## src/rtl/wdg_pkg.sv

```systemverilog
package wdg_pkg;

  typedef struct packed {
    logic [3:0] psel;
    logic       rsv;
    logic       ce;
    logic       ie;
    logic       en;
  } wdg_ctrl_t;

endpackage

```

## src/rtl/wdg_window.sv

```systemverilog
module wdg_window #(
  parameter int WIN_CYC = 4
) (
  input  logic clk,
  input  logic rst_n,
  input  logic open_req,
  input  logic wr_any,
  output logic win_open
);
  localparam int WIN_W = $clog2(WIN_CYC + 1);

  logic [WIN_W-1:0] win_cnt, win_cnt_n;

  always_comb begin
    win_cnt_n = win_cnt;
    if (open_req)           win_cnt_n = WIN_W'(WIN_CYC);
    else if (wr_any)        win_cnt_n = '0;
    else if (win_cnt != '0) win_cnt_n = win_cnt - 1'b1;
  end

  always_ff @(posedge clk or negedge rst_n) begin
    if (!rst_n) win_cnt <= '0;
    else        win_cnt <= win_cnt_n;
  end

  assign win_open = (win_cnt != '0);
endmodule

```

## src/rtl/wdg_ctrl.sv

```systemverilog
module wdg_ctrl
  import wdg_pkg::*;
#(
  parameter int PSEL_W = 4
) (
  input  logic              clk,
  input  logic              rst_n,
  input  logic              wr_en,
  input  logic [7:0]        wr_data,
  input  logic              win_open,
  input  logic              rst_flag,
  input  logic              ie_clr,
  output logic              open_req,
  output logic              psel_load,
  output logic              en,
  output logic              ie,
  output logic [PSEL_W-1:0] psel
);
  wdg_ctrl_t        d;
  logic             en_n, ie_n;
  logic [PSEL_W-1:0] psel_n;

  assign d         = wdg_ctrl_t'(wr_data);
  assign open_req  = wr_en & d.ce & d.en;
  assign psel_load = wr_en & win_open & ~d.ce;

  always_comb begin
    en_n   = en;
    ie_n   = ie;
    psel_n = psel;
    if (wr_en) begin
      ie_n = d.ie;
      if (psel_load) begin
        en_n   = d.en | rst_flag;
        psel_n = PSEL_W'(d.psel);
      end else begin
        en_n   = en | d.en;
      end
    end
    if (ie_clr) ie_n = 1'b0;
  end

  always_ff @(posedge clk or negedge rst_n) begin
    if (!rst_n) begin
      en   <= 1'b0;
      ie   <= 1'b0;
      psel <= '0;
    end else begin
      en   <= en_n;
      ie   <= ie_n;
      psel <= psel_n;
    end
  end
endmodule

```

## src/rtl/wdg_timer.sv

```systemverilog
module wdg_timer #(
  parameter int BASE_EXP = 11,
  parameter int PSEL_MAX = 9,
  parameter int PSEL_W   = 4
) (
  input  logic              clk,
  input  logic              rst_n,
  input  logic              tick,
  input  logic              kick,
  input  logic              restart,
  input  logic              run,
  input  logic [PSEL_W-1:0] psel,
  output logic              timeout
);
  localparam int CNT_W = BASE_EXP + PSEL_MAX;

  logic [PSEL_W-1:0] psel_sat;
  logic [CNT_W-1:0]  lim_m1;
  logic [CNT_W-1:0]  cnt, cnt_n;
  logic              hit;

  assign psel_sat = (psel > PSEL_W'(PSEL_MAX)) ? PSEL_W'(PSEL_MAX) : psel;
  assign lim_m1   = {CNT_W{1'b1}} >> (PSEL_W'(PSEL_MAX) - psel_sat);
  assign hit      = run & tick & ~kick & ~restart & (cnt == lim_m1);
  assign timeout  = hit;

  always_comb begin
    cnt_n = cnt;
    if (!run || kick || restart) cnt_n = '0;
    else if (tick)               cnt_n = hit ? '0 : cnt + 1'b1;
  end

  always_ff @(posedge clk or negedge rst_n) begin
    if (!rst_n) cnt <= '0;
    else        cnt <= cnt_n;
  end
endmodule

```

## src/rtl/wdg_events.sv

```systemverilog
module wdg_events (
  input  logic clk,
  input  logic rst_n,
  input  logic timeout,
  input  logic en,
  input  logic ie,
  input  logic irq_ack,
  input  logic clr_flag,
  output logic ie_clr,
  output logic irq_flag,
  output logic rst_flag,
  output logic rst_pulse
);
  logic to_irq, to_rst;
  logic irq_flag_n, rst_flag_n;

  assign to_irq = timeout & ie;
  assign to_rst = timeout & en & ~ie;
  assign ie_clr = timeout & en & ie;

  always_comb begin
    irq_flag_n = irq_flag;
    if (to_irq)       irq_flag_n = 1'b1;
    else if (irq_ack) irq_flag_n = 1'b0;
    rst_flag_n = rst_flag;
    if (to_rst)        rst_flag_n = 1'b1;
    else if (clr_flag) rst_flag_n = 1'b0;
  end

  always_ff @(posedge clk or negedge rst_n) begin
    if (!rst_n) begin
      irq_flag  <= 1'b0;
      rst_flag  <= 1'b0;
      rst_pulse <= 1'b0;
    end else begin
      irq_flag  <= irq_flag_n;
      rst_flag  <= rst_flag_n;
      rst_pulse <= to_rst;
    end
  end
endmodule

```

## src/rtl/wdog_guard.sv

```systemverilog
module wdog_guard #(
  parameter int BASE_EXP = 11,
  parameter int PSEL_MAX = 9,
  parameter int WIN_CYC  = 4
) (
  input  logic       clk,
  input  logic       rst_n,
  input  logic       tick,
  input  logic       kick,
  input  logic       wr_en,
  input  logic [7:0] wr_data,
  input  logic       clr_flag,
  input  logic       irq_ack,
  output logic [7:0] ctrl_q,
  output logic       irq,
  output logic       rst_pulse,
  output logic       rst_flag
);
  localparam int PSEL_W = 4;

  logic              win_open, open_req, psel_load;
  logic              en, ie, ie_clr, timeout;
  logic [PSEL_W-1:0] psel;

  wdg_window #(.WIN_CYC(WIN_CYC)) u_window (
    .clk(clk), .rst_n(rst_n), .open_req(open_req), .wr_any(wr_en),
    .win_open(win_open)
  );

  wdg_ctrl #(.PSEL_W(PSEL_W)) u_ctrl (
    .clk(clk), .rst_n(rst_n), .wr_en(wr_en), .wr_data(wr_data),
    .win_open(win_open), .rst_flag(rst_flag), .ie_clr(ie_clr),
    .open_req(open_req), .psel_load(psel_load),
    .en(en), .ie(ie), .psel(psel)
  );

  wdg_timer #(.BASE_EXP(BASE_EXP), .PSEL_MAX(PSEL_MAX), .PSEL_W(PSEL_W)) u_timer (
    .clk(clk), .rst_n(rst_n), .tick(tick), .kick(kick),
    .restart(psel_load), .run(en | ie), .psel(psel), .timeout(timeout)
  );

  wdg_events u_events (
    .clk(clk), .rst_n(rst_n), .timeout(timeout), .en(en), .ie(ie),
    .irq_ack(irq_ack), .clr_flag(clr_flag), .ie_clr(ie_clr),
    .irq_flag(irq), .rst_flag(rst_flag), .rst_pulse(rst_pulse)
  );

  assign ctrl_q = {psel, 2'b00, ie, en};
endmodule

```

## config.mk

```make
export PLATFORM = sky130hd
export DESIGN_NAME = wdog_guard
export DESIGN_NICKNAME = d
export VERILOG_FILES = /design/src/rtl/wdg_pkg.sv /design/src/rtl/wdg_window.sv /design/src/rtl/wdg_ctrl.sv /design/src/rtl/wdg_timer.sv /design/src/rtl/wdg_events.sv /design/src/rtl/wdog_guard.sv
export SDC_FILE = /design/constraint.sdc
export NUM_CORES = 1
export LEC_CHECK = 0
export ABC_AREA = 1
export ABC_CLOCK_PERIOD_IN_PS = 7700
export CELL_PAD_IN_SITES_DETAIL_PLACEMENT = 0
export CELL_PAD_IN_SITES_GLOBAL_PLACEMENT = 2
export CORE_MARGIN = 5
export CORE_UTILIZATION = 25
export CTS_BUF_LIST = sky130_fd_sc_hd__clkbuf_2
export CTS_CLUSTER_SIZE = 20
export DETAILED_ROUTE_END_ITERATION = 12
export PLACE_DENSITY_LB_ADDON = 0.25
export SYNTH_ARGS = -nofsm -noshare
export SYNTH_HDL_FRONTEND = slang
export SYNTH_SLANG_ARGS = --single-unit
```

## constraint.sdc

```tcl
create_clock -name clk -period 7.7 [get_ports clk]
set_clock_uncertainty 0.2 [all_clocks]
set_input_delay 1.54 -clock clk [delete_from_list [all_inputs] [get_ports clk]]
set_output_delay 1.54 -clock clk [all_outputs]
set_load 0.01 [all_outputs]
```

==> results by group <==
Clocking
  • Root Buffer: clkbuf_2
  • Clk buf depth: 2
  • H-tree lvl count: 2
  • Post-CTS sizing: 0
  • CTS clk-pin slew, worst paths: 0.19 ns
  • CTS Sinks: 32
  • Setup repair bufs after CTS: 0
  • Num CTS Buffers: 5
  • CTS tree: yes
  • Later-pin clock latency in the skew report: 0.43 ns
  • Cts hold-fix bufs: 0

Yosys
  • Post-synthesis sequential area ratio: 0.341
  • #FFs+latches synth: 32
  • Distinct cells, synth: 31
  • Synth Area per Inst: 6.87 um^2
  • Synthesis warning total: 0
  • Synth Instances: 342
  • Synthesized cell area: 2350 um^2

STA
  • Slew margin rel.: 0.539
  • Fin crit share: 0.468
  • Worst-Margin Slew: 0.690 ns
  • Final TNS setup: 0 ns
  • Max Clock Freq: 278 MHz
  • Final setup violation count: 0
  • Fin. Hold Viols: 0
  • Min cycle time layout: 3.60 ns
  • Slew Viols, Final: 0
  • RSZ-0062 raised after global routing: no

Die
  • Die Height: 107 um
  • # IOs: 26
  • Die X: 107 um
  • DIE AREA: 11,400 um^2
  • Num rows: 35
  • Initial Util: 0.256
  • CORE AREA: 9200 um^2

Place
  • Number of port buffers: 22
  • Post-DP Area: 2670 um^2
  • Routability Congestion: 0.764
  • Placed cell count: 468
  • Hpwl dp: 5.17 mm

Critical path
  • Crit Path Category: in2reg
  • CP Capture Type: flop
  • Startpoint types: primary input
  • CP arrival: 3.74 ns
  • CP Max Fanout: 20
  • CP required: 7.84 ns

Hold path
  • Worst hold-check path type: reg2reg

Global routing
  • First-pass GRT wire length: 11.6 mm
  • Pin count of the biggest net entering global routing: 33
  • Global-route usage over all layers: 0.129
  • GRT overflow: 0
  • Initial antenna violation count: 0
  • Vias in the first global route: 2,260

Layout
  • Area grow syn2layout: 16.3%
  • Number of fill cells: 1,031
  • Fin cells: 476
  • Final core utilization: 0.297
  • Commonest non-fill, non-tap cell in the layout: nand2_1
  • Leading cell types in the layout, fill and taps excluded: nand2_1, inv_1, nor2_1
  • Design area: 2730 um^2
  • Share of layout cells above drive strength 1: 0.0849
  • # diodes: 0
  • Final net count: 385

Power and ir drop
  • Final Total Pwr: 785 uW
  • Lkg Pwr: 0.00123 uW
  • Worst vdd ir: 0.0000752 V
  • PwrDens: 287 nW/um^2

Route
  • DRC: 0
  • Total Wirelength: 6.90 mm
  • DR WL/cell: 14.5 um
  • Drt pass-1 iters: 4
  • 1st-iter DRT viols: 91
  • Antenna Nets Post-Route: 0
  • Via density per instance: 4.58
  • Total number of vias: 2,181

Job
  • Max Cap Violations: 0

Run status
  • Status: completed
-- cells in the mapped netlist (all sizes together) --
library cell | number | area [um^2]
a21oi | 6 | 30.0
a31oi | 1 | 6.26
a32o | 1 | 10.0
and3 | 1 | 6.26
buf | 5 | 41.3
clkbuf | 5 | 18.8
conb | 1 | 3.75
dfrtp | 32 | 801
ha | 6 | 75.1
inv | 47 | 176
nand2 | 92 | 373
nand3 | 34 | 195
nand3b | 1 | 7.51
nand4 | 9 | 56.3
nor2 | 35 | 141
nor3 | 14 | 70.1
o211ai | 4 | 30.0
o21ai | 33 | 173
o31ai | 1 | 7.51
or2 | 1 | 6.26
xor2 | 13 | 121
-- critical path: stages --
cell and delay, ns:
clkdlybuf4s50_1 0.54, inv_1 0.12, nor3_1 0.06, buf_4 0.17
nor3_1 0.24, nand2_1 0.21, inv_1 0.56, nand4_1 0.17
nand2_1 0.09, inv_1 0.04
-- final timing paths --
| kind | from | to | slack (ns) | depth (start not counted) |
|---|---|---|---|---|
| max | wr_en | u_ctrl.ie | 4.10 | 10 |
| min | u_window.win_cnt[0] | u_window.win_cnt[0] | 0.29 | 1 |
| max reg2reg | u_ctrl.psel[1] | u_timer.cnt[10] | 4.66 | 16 |
| min reg2reg | u_window.win_cnt[0] | u_window.win_cnt[0] | 0.29 | 1 |
| max in group asynchronous | rst_n | u_timer.cnt[11] | 5.65 | 2 |
| min in group asynchronous | rst_n | u_timer.cnt[2] | 1.29 | 2 |
-- final cells by class --
class                   instances  area [um^2]  share of cell area
clock buffers                   6         30.0              0.0110
clock inverters                 2         35.0              0.0128
inverters                      47          176              0.0646
multi-input cells             254         1320               0.482
flip-flops and latches         32          801               0.293
well taps                     111          139              0.0508
repair buffers                 24          235              0.0861
-- logic make-up after synthesis --
| group | synth area share |
|---|---|
| DFF | 0.341 |
| AOI/OAI and AO/OA | 0.109 |
| adders and majority gates | 0.0319 |
| and+or+nand+nor | 0.364 |
| xor gates and xnor gates | 0.0517 |
| buffers and inverters | 0.101 |
| other | 0.00160 |
-- through the flow --
step           hold slack, ns  setup slack, ns
2_1_floorplan           0.233             4.67
3_3_place_gp            0.258             3.59
3_5_place_dp            0.259             3.59
4_1_cts                 0.284             4.07
5_1_grt                 0.326             3.85
6_report                0.289             4.10
-- power breakdown --
part	internal, uW	switching, uW
combinational	154	290
sequential	189	27.2
clock	55.9	69.5
total	398	386
-- layer usage --
layer	share of wire	wire, um	GRT usage
met4	0.011	78	0.0384
met2	0.46	3200	0.213
met5	0	0	0
met3	0.034	232	0.0247
met1	0.49	3400	0.171
-- flip-flops by register name, indices dropped and copies added (netlist names) --
name and cells:
u_window.win_cnt 3, u_events.rst_pulse 1, u_ctrl.en 1, u_ctrl.psel 4
u_events.rst_flag 1, u_ctrl.ie 1, u_timer.cnt 20, u_events.irq_flag 1
No activity file was read; power rests on OpenSTA's default activity.
